`config.mk`:
```
export PLATFORM = sky130hd
export DESIGN_NAME = psfb_gate_gen
export DESIGN_NICKNAME = d
export VERILOG_FILES = /design/src/rtl/psfb_pkg.sv /design/src/rtl/psfb_edge_sync.sv /design/src/rtl/psfb_rise_delay.sv /design/src/rtl/psfb_leg.sv /design/src/rtl/psfb_rect_latch.sv /design/src/rtl/psfb_gate_gen.sv
export SDC_FILE = /design/constraint.sdc
export NUM_CORES = 1
export LEC_CHECK = 0
export ABC_AREA = 1
export ABC_CLOCK_PERIOD_IN_PS = 2400
export BUFFER_PORTS_ARGS = -buffer_cell sky130_fd_sc_hd__buf_2
export CORE_AREA = 3 3 87 89
export DETAILED_ROUTE_END_ITERATION = 10
export DIE_AREA = 0 0 90 92
export SYNTH_ARGS = -nofsm -noshare
export SYNTH_HDL_FRONTEND = slang
export SYNTH_SLANG_ARGS = --single-unit
```
`constraint.sdc`:
```
create_clock -name clk -period 2.4 [get_ports clk]
set_clock_uncertainty 0.15 [all_clocks]
set_input_delay 0.12 -clock clk [delete_from_list [all_inputs] [get_ports clk]]
set_output_delay 0.12 -clock clk [all_outputs]
set_load 0.05 [all_outputs]
```
`src/rtl/psfb_pkg.sv`:
```
package psfb_pkg;

    localparam int LEG_COUNT  = 2;
    localparam int SIDE_COUNT = 2;
    localparam int LEG_LEAD   = 0;
    localparam int LEG_LAG    = 1;

    typedef struct packed {
        logic comp_o;
        logic true_o;
    } gate_pair_t;

    // level presented to a side's delay cell: nothing until the leg is armed
    function automatic logic side_level(input logic armed, input logic state, input logic comp_side);
        return armed & (comp_side ? ~state : state);
    endfunction

endpackage

```
`src/rtl/psfb_edge_sync.sv`:
```
module psfb_edge_sync #(
    parameter int STAGES = 2
) (
    input  logic clk,
    input  logic rst,
    input  logic async_i,
    output logic rise_o
);
    logic [STAGES:0] chain_q;

    always_ff @(posedge clk) begin
        if (rst) chain_q <= '0;
        else     chain_q <= {chain_q[STAGES-1:0], async_i};
    end

    assign rise_o = chain_q[STAGES-1] & ~chain_q[STAGES];

    AST_RISE_SINGLE: assert property (@(posedge clk) disable iff (rst)
        rise_o |=> !rise_o);

endmodule

```
`src/rtl/psfb_rise_delay.sv`:
```
module psfb_rise_delay #(
    parameter int CW = 8
) (
    input  logic          clk,
    input  logic          rst,
    input  logic          level_i,
    input  logic [CW-1:0] dead_i,
    output logic          gate_o
);
    localparam logic [CW-1:0] HELD_MAX = '1;

    logic [CW-1:0] held_q;

    always_ff @(posedge clk) begin
        if (rst || !level_i)        held_q <= '0;
        else if (held_q != HELD_MAX) held_q <= held_q + 1'b1;
    end

    assign gate_o = level_i && (held_q >= dead_i);

    AST_RISE_AFTER_HOLD: assert property (@(posedge clk) disable iff (rst)
        ((dead_i != '0) && $rose(gate_o)) |-> $past(level_i));

endmodule

```
`src/rtl/psfb_leg.sv`:
```
module psfb_leg
    import psfb_pkg::*;
#(
    parameter int CW = 8
) (
    input  logic          clk,
    input  logic          rst,
    input  logic          en,
    input  logic          flip_i,
    input  logic [CW-1:0] dead_i,
    output gate_pair_t    gate_o
);
    logic state_q;
    logic armed_q;
    logic [SIDE_COUNT-1:0] lvl;
    logic [SIDE_COUNT-1:0] gate;

    always_ff @(posedge clk) begin
        if (rst || !en) begin
            state_q <= 1'b0;
            armed_q <= 1'b0;
        end else if (flip_i) begin
            state_q <= ~state_q;
            armed_q <= 1'b1;
        end
    end

    for (genvar s = 0; s < SIDE_COUNT; s++) begin : g_side
        assign lvl[s] = side_level(armed_q, state_q, s[0]);
        psfb_rise_delay #(.CW(CW)) delay_i (
            .clk     (clk),
            .rst     (rst),
            .level_i (lvl[s]),
            .dead_i  (dead_i),
            .gate_o  (gate[s])
        );
    end

    assign gate_o.true_o = gate[0];
    assign gate_o.comp_o = gate[1];

    AST_PAIR_EXCLUSIVE: assert property (@(posedge clk) disable iff (rst)
        !(gate[0] && gate[1]));

    AST_LEG_QUIET: assert property (@(posedge clk) disable iff (rst)
        !en |=> (gate == '0));

endmodule

```
`src/rtl/psfb_rect_latch.sv`:
```
module psfb_rect_latch (
    input  logic clk,
    input  logic rst,
    input  logic en,
    input  logic set_i,
    input  logic clr_i,
    output logic q_o
);
    always_ff @(posedge clk) begin
        if (rst || !en)  q_o <= 1'b0;
        else if (clr_i)  q_o <= 1'b0;
        else if (set_i)  q_o <= 1'b1;
    end

    AST_CLEAR_WINS: assert property (@(posedge clk) disable iff (rst)
        clr_i |=> !q_o);

    AST_SET_TAKES: assert property (@(posedge clk) disable iff (rst)
        (en && set_i && !clr_i) |=> q_o);

endmodule

```
`src/rtl/psfb_gate_gen.sv`:
```
module psfb_gate_gen
    import psfb_pkg::*;
#(
    parameter int DEAD_W      = 8,
    parameter int SYNC_STAGES = 2
) (
    input  logic              clk,
    input  logic              rst,
    input  logic              en,
    input  logic [DEAD_W-1:0] dead_cycles,
    input  logic              ref_pulse_i,
    input  logic              pwm_pulse_i,
    output logic              gate_a,
    output logic              gate_b,
    output logic              gate_c,
    output logic              gate_d,
    output logic              rect_e,
    output logic              rect_f
);
    logic [LEG_COUNT-1:0]  pulse_in;
    logic [LEG_COUNT-1:0]  flip;
    gate_pair_t            leg_gate [LEG_COUNT];
    logic [SIDE_COUNT-1:0] lead_v;
    logic [SIDE_COUNT-1:0] lag_v;
    logic [SIDE_COUNT-1:0] rect;

    assign pulse_in[LEG_LEAD] = ref_pulse_i;
    assign pulse_in[LEG_LAG]  = pwm_pulse_i;

    for (genvar l = 0; l < LEG_COUNT; l++) begin : g_leg
        psfb_edge_sync #(.STAGES(SYNC_STAGES)) sync_i (
            .clk     (clk),
            .rst     (rst),
            .async_i (pulse_in[l]),
            .rise_o  (flip[l])
        );
        psfb_leg #(.CW(DEAD_W)) leg_i (
            .clk    (clk),
            .rst    (rst),
            .en     (en),
            .flip_i (flip[l]),
            .dead_i (dead_cycles),
            .gate_o (leg_gate[l])
        );
    end

    assign lead_v = {leg_gate[LEG_LEAD].comp_o, leg_gate[LEG_LEAD].true_o};
    assign lag_v  = {leg_gate[LEG_LAG].comp_o,  leg_gate[LEG_LAG].true_o};

    for (genvar s = 0; s < SIDE_COUNT; s++) begin : g_rect
        psfb_rect_latch latch_i (
            .clk   (clk),
            .rst   (rst),
            .en    (en),
            .set_i (lead_v[s]),
            .clr_i (lag_v[s]),
            .q_o   (rect[s])
        );
    end

    assign gate_a = lead_v[0];
    assign gate_b = lead_v[1];
    assign gate_c = lag_v[0];
    assign gate_d = lag_v[1];
    assign rect_e = rect[0];
    assign rect_f = rect[1];

    AST_RESET_QUIET: assert property (@(posedge clk)
        rst |=> ({gate_a, gate_b, gate_c, gate_d, rect_e, rect_f} == 6'b0));

    AST_ENABLE_QUIET: assert property (@(posedge clk) disable iff (rst)
        !en |=> ({gate_a, gate_b, gate_c, gate_d, rect_e, rect_f} == 6'b0));

endmodule

```
==> results of run 1 <==
[per-layer routing]
layer / GRT usage (%) / part of all wire, % / vias up
met4: 4.08 / 0.93 / 0
met2: 22.7 / 44 / 30
met1: 17.2 / 51 / 976
met3: 3.20 / 4.0 / 7
li1: - / - / 1232
met5: 0 / 0 / -
[cell usage in the layout, fill, tap and decap left out, drive strengths merged]
master / synthesis / routed
dfxtp: 44 / 44
or2: 3 / 3
nor2: 53 / 53
ha: 36 / 36
nand2: 69 / 69
buf: 1 / 18
nand3: 12 / 12
xor2: 1 / 1
a21boi: 1 / 1
a311oi: 1 / 1
clkbuf: 0 / 7
nand4: 1 / 1
inv: 71 / 71
a21o: 1 / 1
nor3: 7 / 7
a31oi: 7 / 7
o21a: 3 / 3
a21oi: 30 / 30
o21ai: 22 / 22
dlygate4sd3: 0 / 6
xnor2: 5 / 5
[stage by stage]
stage | setup WS, ps | hold WS [ps] | total power, mW | area (um^2)
floorplan | 37.0 | 77.0 | 0.811 | 2730
global placement | 715 | 177 | 0.834 | 2930
detailed placement | 646 | 180 | 0.837 | 2930
CTS | 319 | 260 | 1.34 | 3080
global route | 136 | 286 | 1.39 | 3080
finish | 322 | 255 | 1.32 | 3080
[kinds of logic (layout without fill, tap and decap cells)]
logic type | after synthesis | after routing | share of synthesized area (%)
buf+inv | 72 | 102 | 10.2
simple gates | 145 | 145 | 25.6
xor+xnor | 6 | 6 | 1.93
fa+ha+maj | 36 | 36 | 16.5
flops | 44 | 44 | 32.3
compound gates | 65 | 65 | 13.5
[layout make-up]
type	instances	area, um^2	area share [%]
Multi-Input combinational cell	252	1570	50.9
Timing Repair Buffer	24	150	4.87
Inverter	71	267	8.64
Tap cell	96	120	3.90
Clock buffer	7	96.3	3.12
Sequential cell	44	881	28.6
[sequential cells by signal, indices dropped and copies added, names as in the netlist]
signal and count:
g_leg.leg_i.state_q 2, g_leg.leg_i.armed_q 2, g_leg.leg_i.g_side.delay_i.held_q 32, g_leg.sync_i.chain_q 6, g_rect.latch_i.q_o 2
[where the power goes]
| part | internal (mW) | leakage (nW) | switching, mW |
|---|---|---|---|
| Sequential | 0.735 | 0.356 | 0.00299 |
| Combinational | 0.0363 | 1.11 | 0.0524 |
| Clock | 0.256 | 0.0503 | 0.238 |
[tightest hold or removal path: stages (launching register included)]
cell	delay, ps
sky130_fd_sc_hd__dfxtp_1	300
sky130_fd_sc_hd__inv_1	40
sky130_fd_sc_hd__nor2_1	30
[final timing paths]
| kind | startpoint | end | slack [ps] |
|---|---|---|---|
| min | g_leg[1].sync_i.chain_q[0] | g_leg[1].sync_i.chain_q[1] | 260 |
| min reg2reg | g_leg[1].sync_i.chain_q[0] | g_leg[1].sync_i.chain_q[1] | 260 |
| max reg2reg | g_leg[0].leg_i.g_side[0].delay_i.held_q[0] | g_leg[0].leg_i.g_side[0].delay_i.held_q[0] | 850 |
| max | g_leg[0].leg_i.g_side[1].delay_i.held_q[0] | gate_b | 320 |
[what timing repair did]
action	4_1_cts	5_1_grt
hold endpoints to repair	7	0
hold buffers	6	0
setup endpoints to repair	0	0
==> summary by stage, run 1 <==
Status
The run finished with clean final reports.

Die
Row generation in the floorplan step produced 30 rows. The effective utilization at floorplan is 39.9%. The die span in x is 90 um. The floorplan step defined a core boundary enclosing 0.00683 mm^2. The die covers 0.00828 mm^2. 19 I/O pins were placed. The die is 92 um tall.

Global route
The via count of the first global-routing pass came to 2186. Global routing finished with a remaining overflow of 0. The first global-routing pass estimated 9250 um of wire. The largest net degree at the start of global routing is 13.

The initial antenna violation count was 0. For this run, the total global-route usage over all layers was measured as 13.5%.

Critical path
Data on the critical path is required at its endpoint by 2130 ps. The critical path in this run is classified as reg2out. The most numerous cell type found on the critical path is sky130_fd_sc_hd__nand2_1. The worst-path cell with the longest stage delay is sky130_fd_sc_hd__dfxtp_1. Among cell families on the critical path, the largest total delay comes from flip-flops. The number of cell instances on the worst register-to-register path is 6. The critical path goes through inv_1 > ha_1 > nand2_1 > nand3_1 > nand2_1 > nand2_1 > nand2_1 > a21boi_0 > buf_2. STA puts the critical path data arrival time at 1810 ps.

The count of buffer and inverter cells on the critical path is 2. The worst setup path is launched from a flip-flop. Counting buffers and inverters, the worst setup path is 9 cells deep. In this run the worst path has a maximum fanout of 5. The worst setup path is captured at an output port.

The largest stage delay on the critical path is 440 ps.

Layout
The number of nets in the layout is 447. The layout overhead on the synthesized area is 13.0%. The layout has 700 filler cells. The filler-free cell count of the finished design is 494. The layout cell share with drive strength beyond 1 is 16.1%.

0 antenna diodes ended up in the layout. The core utilization of the finished layout is 45.1%.

Routing
The detail route stage leaves a number of antenna-violating nets equal to 0. After detailed routing, the number of remaining DRC violations is 0. The number of DRC markers after the initial detailed-route iteration is 50. The iteration count of the initial detailed-routing pass is 4.

The routed design has 5170 um of wire. Dividing the detail-routed via count by the number of cells gives 4.54. The via count is 2245.

In the final routed layout, each cell accounts on average for 10.5 um.

Clock tree
TritonCTS built the clock tree. The post-cts gate resize count is 0. The number of clock buffers added by TritonCTS is 5.

Counting along the longest clock path gives a buffer depth of 2. CTS saw 44 sinks. The total number of H-tree levels is 2. The post-CTS repair timing setup buffer count is 0. The clock-pin slew of the registers on the worst-case setup and hold paths is 80 ps.

The cell at the root of the clock tree is sky130_fd_sc_hd__clkbuf_8. For the worst-skew pair, the clock arrives at the later sink with an insertion delay of 290 ps.

Synth
The number of storage elements in the synthesis netlist is 44. The mean area per synthesized cell is 7.41 um^2. The number of nets in the synthesized netlist is 417. The count of cell types in the netlist is 28.

Yosys printed 0 warnings. The dominant cell type by area after synthesis is sky130_fd_sc_hd__dfxtp_1. sky130_fd_sc_hd__inv_1 is the most common cell in the netlist. Counting flops with a built-in enable in the synthesized netlist gives 0.

Sorting the synthesized cells by area gives the leading types as sky130_fd_sc_hd__dfxtp_1, sky130_fd_sc_hd__ha_1, sky130_fd_sc_hd__inv_1, sky130_fd_sc_hd__nand2_1, sky130_fd_sc_hd__nor2_1. The area of the mapped netlist is 0.00273 mm^2. The cell count after synthesis is 368. For this run, the leading register cell type out of synthesis is sky130_fd_sc_hd__dfxtp_1. The commonest cells after synthesis are sky130_fd_sc_hd__inv_1, sky130_fd_sc_hd__nand2_1, sky130_fd_sc_hd__dfxtp_1. The portion of synthesized cell area occupied by the leading cell type is 32.3%.

The async set or reset register ratio after synthesis is 0%. The proportion of synthesized chip area in sequential cells is 32.3%.

STA
For the pin with the worst max-slew slack, the measured transition is 268 ps. Setup violations remaining at the end of the flow were counted as 0. The upper clock frequency limit is 481 MHz. Measured against its own limit, the worst slew margin works out to 82.0%. Summed over all failing endpoints, the final setup total negative slack is 0 ps. After layout, the worst path uses 86.6% of the clock period. The final hold violation count is 0. Counting I/O delays and the setup requirement, the final critical path takes 2080 ps. Setup repair after global routing left no endpoint under its margin. The count of pins over their slew limit is 0.

Power and ir drop
The static leakage is 1.52 nW. The ratio of total power to cell area is 429 mW/mm^2. The worst IR drop on VDD is 262 uV.

Placement
The count of buffers added on input and output ports is 18. The routability congestion estimate from global placement is 0.774. After legalization and detailed placement, the total HPWL measured 4090 um. The cell count after placement is 481.

Worst hold path
The instance count along the most critical hold path is 2. The class of the most critical hold timing path is reg2reg.

Run
Across the run, the number of max-cap violations was 0.
Power figures use the tool's default switching activity.
==> inputs of run 2 (changes only) <==
--- a/config.mk
+++ b/config.mk
@@ -11,6 +11,8 @@
 export CORE_AREA = 3 3 87 89
 export DETAILED_ROUTE_END_ITERATION = 10
 export DIE_AREA = 0 0 90 92
+export PLACE_DENSITY_LB_ADDON = 0.05
+export SETUP_SLACK_MARGIN = 0.02
 export SYNTH_ARGS = -nofsm -noshare
 export SYNTH_HDL_FRONTEND = slang
 export SYNTH_SLANG_ARGS = --single-unit
==> run 2 against run 1 <==
Compared with the run above: count of clock-buffer cells in the layout is 2 lower; cell area is 0.49% higher; cell count grew 0.20%; global-route usage increased by 0.45 points; flip-flop and latch count is the same; combinational power is 2% higher; critical endpoint unchanged; largest cell class unchanged; highest routed layer unchanged.
==> summary by stage, run 2 (same netlist as run 1, synthesis figures left out) <==
STA
The number of endpoints failing setup at the final stage is 0 (unchanged). The count of pins over their slew limit is 0 (unchanged). Setup repair after global routing left no endpoint under its margin. The setup TNS is 0 ps (unchanged).

The transition time at the pin with the least slew margin is 257 ps (-11.1 ps). The max-slew headroom at the worst pin came to 82.8% (+0.79 points). The time the worst path needs with I/O delays and setup was 2050 ps (-33.0 ps). The final period utilization is 85.2% (-1.4 points). The upper clock frequency limit is 489 MHz (+1.6%). The final hold violation count is 0 (unchanged).

Clock tree
The clock tree from TritonCTS is yes. The clock-pin slew of the registers on the worst-case setup and hold paths came to 80 ps (about the same). The total number of H-tree levels is 2 (unchanged). The CTS sink count came to 44 (unchanged). The root buffer cell chosen for the clock tree is sky130_fd_sc_hd__clkbuf_8. The insertion delay of the later-clocked pin in the worst-skew pair is 290 ps (about the same). The CTS buffer count is 5 (unchanged).

The maximum root-to-sink buffer count is 2 (unchanged).

Global route
The initial antenna violation count is 0 (unchanged). The first-pass GRT wire length came to 9380 um (+1.4%). The via count of the first global-routing pass was 2003 (-8.4%). The largest net degree at the start of global routing came to 15 (+2). The global-route usage over all layers is 14.0% (+0.45 points).

The total overflow reported by the global router is 0 (unchanged).

Layout
The footprint of the multi-input gates is 0.00157 mm^2 (unchanged). The combined flip-flop and latch cell area came to 881 um^2 (unchanged). The number of flip-flops under the largest register name is 32 (unchanged). The largest registers in the layout are g_leg.leg_i.g_side.delay_i.held_q (32), g_leg.sync_i.chain_q (6). In the layout the commonest cells are sky130_fd_sc_hd__inv_1, sky130_fd_sc_hd__nand2_1, sky130_fd_sc_hd__dfxtp_1, sky130_fd_sc_hd__nor2_1, sky130_fd_sc_hd__ha_1.

The fill cell instance count of the final layout came to 714 (+2.0%). The library cell used most frequently in the layout, excluding fill and tap cells, is sky130_fd_sc_hd__inv_1. The number of diodes added for antenna fixing is 0 (unchanged). The register with the most flip-flops is g_leg.leg_i.g_side.delay_i.held_q. The layout overhead on the synthesized area is 13.6%.

The layout cell share with drive strength beyond 1 was 16.3% (+0.21 points). The number of nets in the layout is 447 (unchanged). The core utilization of the finished layout is 45.3% (+0.22 points).

Power and ir drop
The static leakage is 1.52 nW (+0.25%). The worst IR drop on VDD is 237 uV (-9.6%). The ratio of total power to cell area is 449 mW/mm^2 (+4.8%).

Run
The max-cap check violation count is 0 (unchanged).

Critical path
The type of element capturing the critical path is an output port. Among cell families on the critical path, the largest total delay comes from flip-flops. The count of buffer and inverter cells on the critical path is 2 (unchanged). The arrival time at the worst endpoint is 1780 ps (-30 ps). The worst-path cell with the longest stage delay is sky130_fd_sc_hd__dfxtp_1. The element type at the critical path start is a flip-flop. The largest fanout of any net on the critical path came to 5 (unchanged).

The data required time of the critical path is 2130 ps (about the same). The setup path with the least slack is of type reg2out. The largest stage delay on the critical path was 440 ps (about the same).

The cell that appears most often on the critical path is sky130_fd_sc_hd__nand2_1. The critical path goes through inv_1 > ha_1 > nand2_1 > nand3_1 > nand2_1 > nand2_1 > nand2_1 > a21boi_0 > buf_2.

Routing
The per-cell via count in the routed design came to 4.52 (-0.65%). The average wire per cell in the routed design is 11.1 um (+6.3%). The via count came to 2235 (-0.45%).

The number of DRC markers after the initial detailed-route iteration is 49 (-2.0%). The sum of routed wire length over all layers is 5510 um (+6.5%). The iteration count of the initial detailed-routing pass was 4 (unchanged). The post-route antenna net violation count is 0 (unchanged). The detailed-route DRC error count is 0 (unchanged).

Die
The row count is 30 (unchanged). The area of the placeable core is 0.00683 mm^2 (unchanged). The vertical die dimension is 92 um (unchanged).

The effective utilization at floorplan was 39.9% (unchanged). The floorplan die area came to 0.00828 mm^2 (unchanged). The I/O pin total is 19 (unchanged). The die span in x was 90 um (unchanged).

Worst hold path
The class of the most critical hold timing path is reg2reg.

Placement
The routability congestion estimate from global placement came to 0.751 (-3.0%). The number of port buffers is 18 (unchanged). The detailed placer's ending HPWL is 4360 um (+6.6%).

Status
The run finished with clean final reports.
==> run 2: cell count changes in the layout (fill, tap and decap cells not counted) <==
| cell | change |
|---|---|
| sky130_fd_sc_hd__clkbuf_8 | -2 |
| sky130_fd_sc_hd__clkinvlp_4 | +1 |
| sky130_fd_sc_hd__clkinv_2 | +1 |
| sky130_fd_sc_hd__bufinv_16 | +1 |
==> run 2: final timing paths <==
| check | slack, ps | cells after the start | from | to |
|---|---|---|---|---|
| setup reg to reg | 820 | 6 | g_leg[0].leg_i.g_side[0].delay_i.held_q[0] | g_leg[0].leg_i.g_side[0].delay_i.held_q[0] |
| hold reg to reg | 260 | 2 | g_leg[1].sync_i.chain_q[0] | g_leg[1].sync_i.chain_q[1] |
| hold / removal | 260 | 2 | g_leg[1].sync_i.chain_q[0] | g_leg[1].sync_i.chain_q[1] |
| setup / recovery | 350 | 9 | g_leg[0].leg_i.g_side[1].delay_i.held_q[0] | gate_b |
==> run 2: layout make-up <==
cell class / count / share of cell area [%]
well taps: 96 / 3.88
repair buffers: 24 / 4.85
multi-input cells: 252 / 50.6
clock buffers: 5 / 2.22
clock inverters: 3 / 1.37
inverters: 71 / 8.60
flip-flops and latches: 44 / 28.4
==> run 2: worst min-delay path, cell delays in order (launching register included) <==
cell and delay [ps]:
sky130_fd_sc_hd__dfxtp_1 310, sky130_fd_sc_hd__inv_1 40, sky130_fd_sc_hd__nor2_1 30
==> run 2: per-stage QoR <==
step | hold WS (ps) | std cells | setup slack [ps] | area (um^2) | power, mW
floorplan | 77.0 | 368 | 37.0 | 2730 | 0.811
finish | 257 | 495 | 355 | 3100 | 1.39
global route | 271 | 495 | 158 | 3100 | 1.46
detailed placement | 180 | 481 | 663 | 2930 | 0.840
global placement | 172 | 481 | 688 | 2930 | 0.839
CTS | 260 | 495 | 324 | 3100 | 1.42
==> run 2: layer usage <==
metal / track usage (%) / part of all wire (%) / vias up
met5: 0 / 0 / -
met4: 4.97 / 1.7 / 0
met3: 3.20 / 4.6 / 8
met2: 21.0 / 41 / 37
met1: 19.5 / 52 / 954
li1: - / - / 1236
==> run 2: where the power goes <==
part	switching [mW]	total [mW]	internal [mW]
combinational	0.0540	0.0906	0.0365
sequential	0.00301	0.738	0.735
clock	0.255	0.563	0.308
==> run 2: timing repair <==
action	4_1_cts	5_1_grt
resized for setup	0	0
hold buffers	6	0
endpoints found under the hold margin	7	0
endpoints found under the setup margin	0	0
setup buffers	0	0
